### config.mk
export PLATFORM = sky130hd
export DESIGN_NAME = altb_xfer_seq
export DESIGN_NICKNAME = d
export VERILOG_FILES = /design/src/rtl/altb_pkg.sv /design/src/rtl/altb_decode.sv /design/src/rtl/altb_lane_mux.sv /design/src/rtl/altb_xfer_seq.sv
export SDC_FILE = /design/constraint.sdc
export NUM_CORES = 1
export LEC_CHECK = 0
export ABC_AREA = 1
export BUFFER_PORTS_ARGS = -buffer_cell sky130_fd_sc_hd__buf_4
export CAP_MARGIN = 20
export CORE_ASPECT_RATIO = 1.1
export CORE_MARGIN = 2
export CORE_UTILIZATION = 50
export CTS_CLUSTER_SIZE = 8
export DETAILED_ROUTE_END_ITERATION = 12
export PLACE_DENSITY = 0.89
export SLEW_MARGIN = 20
export SYNTH_ARGS = -nofsm -noshare
export SYNTH_HDL_FRONTEND = slang
export SYNTH_SLANG_ARGS = --single-unit
### constraint.sdc
create_clock -name clk -period 3.5 [get_ports clk]
set_clock_uncertainty 0.2 [all_clocks]
set_input_delay 0.175 -clock clk [delete_from_list [all_inputs] [get_ports clk]]
set_output_delay 0.175 -clock clk [all_outputs]
set_load 0.005 [all_outputs]
### src/rtl/altb_pkg.sv
package altb_pkg;

    localparam int OP_W = 16;
    localparam logic [OP_W-1:0] OP_MASK  = 16'hF138;
    localparam logic [OP_W-1:0] OP_MATCH = 16'h0108;

    typedef enum logic {
        DIR_LOAD  = 1'b0,
        DIR_STORE = 1'b1
    } xfer_dir_e;

    typedef enum logic {
        SZ_WORD = 1'b0,
        SZ_LONG = 1'b1
    } xfer_size_e;

    typedef enum logic {
        ST_IDLE = 1'b0,
        ST_XFER = 1'b1
    } seq_state_e;

    typedef struct packed {
        logic       legal;
        xfer_dir_e  dir;
        xfer_size_e size;
        logic [2:0] dreg;
        logic [2:0] areg;
    } op_fields_t;

    function automatic op_fields_t decode_op(input logic [OP_W-1:0] op);
        op_fields_t f;
        f.legal = ((op & OP_MASK) == OP_MATCH);
        f.dir   = op[7] ? DIR_STORE : DIR_LOAD;
        f.size  = op[6] ? SZ_LONG : SZ_WORD;
        f.dreg  = op[11:9];
        f.areg  = op[2:0];
        return f;
    endfunction

endpackage

### src/rtl/altb_decode.sv
module altb_decode
    import altb_pkg::*;
(
    input  logic [OP_W-1:0] opcode,
    output op_fields_t      fields
);

    always_comb begin
        fields = decode_op(opcode);
    end

endmodule

### src/rtl/altb_lane_mux.sv
module altb_lane_mux #(
    parameter int DATA_W = 32,
    parameter int BYTE_W = 8,
    parameter int LANE_W = 2
) (
    input  logic [DATA_W-1:0] word_in,
    input  logic [LANE_W-1:0] lane,
    input  logic [BYTE_W-1:0] byte_in,
    output logic [BYTE_W-1:0] byte_out,
    output logic [DATA_W-1:0] word_merged
);

    localparam int NLANES = DATA_W / BYTE_W;

    assign byte_out = word_in[lane*BYTE_W +: BYTE_W];

    for (genvar g = 0; g < NLANES; g++) begin : g_lane
        assign word_merged[g*BYTE_W +: BYTE_W] =
            (lane == LANE_W'(g)) ? byte_in : word_in[g*BYTE_W +: BYTE_W];
    end

endmodule

### src/rtl/altb_xfer_seq.sv
module altb_xfer_seq
    import altb_pkg::*;
#(
    parameter int ADDR_W = 32,
    parameter int DATA_W = 32,
    parameter int DISP_W = 16,
    parameter int BYTE_W = 8
) (
    input  logic              clk,
    input  logic              rst,
    input  logic              start,
    input  logic [OP_W-1:0]   opcode,
    input  logic [DISP_W-1:0] disp,
    input  logic [ADDR_W-1:0] areg_val,
    input  logic [DATA_W-1:0] dreg_val,
    output logic [2:0]        areg_sel,
    output logic [2:0]        dreg_sel,
    output logic              busy,
    output logic              done,
    output logic              illegal,
    output logic              mem_req,
    output logic              mem_we,
    output logic [ADDR_W-1:0] mem_addr,
    output logic [BYTE_W-1:0] mem_wdata,
    input  logic [BYTE_W-1:0] mem_rdata,
    input  logic              mem_ack,
    output logic              wb_en,
    output logic [2:0]        wb_idx,
    output logic [DATA_W-1:0] wb_data
);

    localparam int NLANES = DATA_W / BYTE_W;
    localparam int LANE_W = $clog2(NLANES);
    localparam logic [LANE_W-1:0] LANE_LONG = LANE_W'(NLANES - 1);
    localparam logic [LANE_W-1:0] LANE_WORD = LANE_W'(NLANES / 2 - 1);
    localparam logic [ADDR_W-1:0] STRIDE    = ADDR_W'(2);

    op_fields_t  dec;
    seq_state_e  state_q;
    xfer_dir_e   dir_q;
    logic [LANE_W-1:0] lane_q;
    logic [ADDR_W-1:0] addr_q;
    logic [DATA_W-1:0] data_q;
    logic [DATA_W-1:0] merged;
    logic [2:0]        idx_q;
    logic              done_q;
    logic              illegal_q;
    logic              accept;
    logic              last_byte;
    logic [ADDR_W-1:0] first_addr;

    altb_decode u_decode (
        .opcode (opcode),
        .fields (dec)
    );

    altb_lane_mux #(
        .DATA_W (DATA_W),
        .BYTE_W (BYTE_W),
        .LANE_W (LANE_W)
    ) u_lane (
        .word_in     (data_q),
        .lane        (lane_q),
        .byte_in     (mem_rdata),
        .byte_out    (mem_wdata),
        .word_merged (merged)
    );

    assign accept     = start && (state_q == ST_IDLE);
    assign last_byte  = (lane_q == '0);
    assign first_addr = areg_val + ADDR_W'({{(ADDR_W-DISP_W){disp[DISP_W-1]}}, disp});

    always_ff @(posedge clk) begin
        if (rst) begin
            state_q   <= ST_IDLE;
            dir_q     <= DIR_LOAD;
            lane_q    <= '0;
            addr_q    <= '0;
            data_q    <= '0;
            idx_q     <= '0;
            done_q    <= 1'b0;
            illegal_q <= 1'b0;
        end else begin
            done_q    <= 1'b0;
            illegal_q <= 1'b0;
            case (state_q)
                ST_IDLE: begin
                    if (accept) begin
                        if (dec.legal) begin
                            state_q <= ST_XFER;
                            dir_q   <= dec.dir;
                            idx_q   <= dec.dreg;
                            addr_q  <= first_addr;
                            data_q  <= dreg_val;
                            lane_q  <= (dec.size == SZ_LONG) ? LANE_LONG : LANE_WORD;
                        end else begin
                            illegal_q <= 1'b1;
                        end
                    end
                end
                ST_XFER: begin
                    if (mem_ack) begin
                        if (dir_q == DIR_LOAD) begin
                            data_q <= merged;
                        end
                        if (last_byte) begin
                            state_q <= ST_IDLE;
                            done_q  <= 1'b1;
                        end else begin
                            lane_q <= lane_q - LANE_W'(1);
                            addr_q <= addr_q + STRIDE;
                        end
                    end
                end
                default: state_q <= ST_IDLE;
            endcase
        end
    end

    assign areg_sel = dec.areg;
    assign dreg_sel = dec.dreg;
    assign busy     = (state_q == ST_XFER);
    assign mem_req  = busy;
    assign mem_we   = busy && (dir_q == DIR_STORE);
    assign mem_addr = addr_q;
    assign done     = done_q;
    assign illegal  = illegal_q;
    assign wb_en    = done_q && (dir_q == DIR_LOAD);
    assign wb_idx   = idx_q;
    assign wb_data  = data_q;

    assert_hold_while_wait_R7: assert property (@(posedge clk) disable iff (rst)
        (mem_req && !mem_ack) |=> (mem_req && $stable(mem_addr) && $stable(mem_wdata)));

    assert_stride_two_R4: assert property (@(posedge clk) disable iff (rst)
        (mem_req && mem_ack && !last_byte) |=> (mem_addr == $past(mem_addr) + STRIDE));

    assert_done_single_R8: assert property (@(posedge clk) disable iff (rst)
        done |=> !done);

    assert_illegal_quiet_R1: assert property (@(posedge clk) disable iff (rst)
        illegal |-> (!mem_req && !done && !wb_en));

    assert_start_ignored_R9: assert property (@(posedge clk) disable iff (rst)
        (busy && start && !mem_ack) |=> (!illegal && $stable(mem_addr)));

    assert_wb_only_done_R6: assert property (@(posedge clk) disable iff (rst)
        wb_en |-> (done && !busy));

endmodule

==> impl_metrics.csv <==
group,metric,value,unit
status,outcome,"complete, no violations",
worst_setup_path,critical_path_class,"flop to flop",
worst_setup_path,arrival,2.74,ns
logic_synthesis,syn_nets,1208,
placed_design,hpwl,16.07,mm
logic_synthesis,synth-seq-cells,73,
logic_synthesis,synth_top_family_by_area,"simple AND/OR/NAND/NOR gates",
worst_setup_path,crit_required,3.58,ns
logic_synthesis,synth_seq_area_share,0.2279,
global_route,grt_antenna_before_repair,0,
detailed_routing,drtIter0Drc,701,
timing,min_period,2.662,ns
logic_synthesis,synth.avg_cell_area,6.034,sq um
logic_synthesis,synthSimpleGateAreaFrac,0.3679,
logic_synthesis,async_reset_ff_frac,0,
timing,slew_viol_final,0,
clock_tree,clk_latency,0.34,ns
logic_synthesis,muxShareOfSynthArea,0.001561,
finish,fin_nets,1386,
global_route,grt_pass1_vias,7246,
finish,stdcell_count,1403,
clock_tree,cts_root_buffer,"clkbuf_16",
detailed_routing,wl,20.97,mm
power_and_ir_drop,power,0.002342,W
timing,fmax,0.3757,GHz
clock_tree,cts-htree-levels,3,
power_and_ir_drop,irDropWorstVdd,342.0,uV
clock_tree,clkTransAtPathRegs,0.06,ns
floorplan,die-area,0.01375,sq mm
timing,tightest_slew,0.8639,ns
global_route,grt_pass1_wl,34.28,mm
global_route,grt_usage,0.3053,
finish,area_growth,29.20,%
worst_setup_path,setup.worst_path.start_class,"flop",
placed_design,dp_cells,1371,
clock_tree,cts_tree,"yes",
finish,antenna-diode-count,0,
detailed_routing,antenna_left,0,
placed_design,gp_congestion,0.9757,
finish,drive_gt1_frac,0.2030,
timing,finalHoldViolations,0,
floorplan,io-pin-count,195,
detailed_routing,vias_per_cell,5.570,
clock_tree,numCtsBuffers,9,
power_and_ir_drop,leakagePower,4.191,nW
global_route,grt-ovfl-total,0,
clock_tree,clock-sinks,73,
logic_synthesis,synth_area_leaders,"dfxtp_1 23%, nand2_1 19%, a21oi_1 9.0%",
detailed_routing,route.detailed.drc,0,
logic_synthesis,ys_types,45,
clock_tree,clockBufferDepth,2,
floorplan,start_util,0.5094,
floorplan,coreArea,0.01259,sq mm
logic_synthesis,synthXorXnorAreaFrac,0.03414,
logic_synthesis,synthCells,1063,
logic_synthesis,yosys.area.top_type,"dfxtp_1",
logic_synthesis,ys.warnings.count,0,
run,maxCapViolations,0,
timing,fin_tns_setup,0,ns
logic_synthesis,synth-edff-count,0,
timing,fin_crit_sh,0.7605,
placed_design,io_buffers,188,
logic_synthesis,synthTopCellsByCount,"323 x nand2_1, 115 x a21oi_1, 105 x inv_1",
floorplan,die_x,112.0,um
detailed_routing,dr.pass1.iters,6,
detailed_routing,wire_per_inst,14.95,um
timing,setup_viol,0,
floorplan,rows,43,
logic_synthesis,synth_top_area_share,0.2279,
floorplan,dieHeight,122.8,um
logic_synthesis,yosysMostFrequentCell,"nand2_1",
hold_path,min_path_type,"input port to flop",
clock_tree,hold_buffers,16,
clock_tree,cts_resized,0,
worst_setup_path,critPathCaptureType,"flop",
logic_synthesis,synth_compound_area_frac,0.1933,
timing,rsz0062_at_grt,"false",
timing,relSlewSlack,0.4235,
clock_tree,post_cts_buffers,0,
power_and_ir_drop,power.density,282.6,mW/mm^2
logic_synthesis,synth_area,0.006414,sq mm
logic_synthesis,yosys.area_share.adder,0.07335,
logic_synthesis,synth_flop_cell,"dfxtp_1",
detailed_routing,vias,7815,
worst_setup_path,worstPathMaxFanout,38,
global_route,grt_max_degree,45,
-- layout by cell type (no fill, tap or decap), types with 2 or more instances in the layout --
cell           instances
or2_2                  3
nand3_1               64
ha_1                  36
clkinvlp_4             2
inv_2                  6
or2_1                  2
nand3_4                2
a31oi_1               12
nand2_1              323
nor4_1                 2
nand4_1                9
buf_4                193
dlygate4sd3_1         16
clkinv_4               2
nand2_4                2
nor2_1                90
a211oi_1               2
nor2_2                 5
xnor2_1               12
nor2_4                 5
o21ai_1                3
nor3_2                 6
inv_1                104
nor3_1                 6
clkbuf_16              9
o22ai_1                8
xor2_1                13
nand3b_1               8
a21oi_1              115
nand2_2                9
dfxtp_1               72
o21ai_0               84
o21bai_1               5
and2_0                 2
-- critical path, cell delays in order (launching register included) --
cell and delay [ns]:
dfxtp_2 0.47, inv_2 0.53, nand3_4 0.26, o21ai_4 0.24, o21ai_0 0.15, a31oi_1 0.18, dlygate4sd3_1 0.56
-- power by group --
part           internal, W  switching, W
combinational     0.000240      0.000312
sequential        0.000834    0.00000408
clock             0.000572      0.000380
total              0.00165      0.000696
-- final timing paths --
check                    startpoint  slack [ns]  cells past startpoint                       end
max                 busy$_SDFF_PP0_        0.84                      6   wb_data[7]$_SDFFE_PP0P_
min                     areg_val[0]        0.01                      4  mem_addr[0]$_SDFFE_PP0P_
max reg2reg         busy$_SDFF_PP0_        0.84                      6   wb_data[7]$_SDFFE_PP0P_
min reg2reg  wb_idx[0]$_SDFFE_PP0P_        0.28                      2    wb_idx[0]$_SDFFE_PP0P_
-- registers in the layout (all words and copies together) (netlist names) --
register,flops
dir_q,1
done,1
lane_q,2
mem_addr,32
illegal,1
busy,1
wb_idx,3
wb_data,32
-- cell type report --
class / count / area [sq um]
sequential: 73 / 1463
clock inverter: 6 / 67.56
inverter: 110 / 412.9
clock buffer: 10 / 239.0
tap: 157 / 196.4
timing repair buffer: 209 / 1609
multi-input combinational: 838 / 4299
fill: 1162 / 4303
-- cell families after synthesis --
group                    count (synthesis)
AND/OR/NAND/NOR                        541
buffers and inverters                  152
adder cells (fa/ha/maj)                 37
AO/OA/AOI/OAI                          234
flip-flops                              73
multiplexers                             1
XOR/XNOR                                25
-- stage by stage --
step | instance area, sq um | hold slack, ns | util | worst slack, ns
floorplan | 6414 | 0.05215 | - | 1.331
global placement | 7820 | 0.1500 | 0.6211 | 1.095
detailed placement | 7820 | 0.1500 | 0.6211 | 1.034
CTS | 8287 | 0.003475 | 0.6582 | 0.8783
global route | 8287 | 0.04299 | 0.6582 | 0.6389
finish | 8287 | 0.01135 | 0.6582 | 0.8381
-- metal layers --
layer | GRT usage | wire, um | vias to the layer above
met5 | 0 | 0 | -
met4 | 0.1524 | 840 | 0
met3 | 0.05037 | 1757 | 75
met2 | 0.5557 | 10300 | 416
met1 | 0.3472 | 8069 | 3495
li1 | - | - | 3829
(Power assumes the default switching activity.)
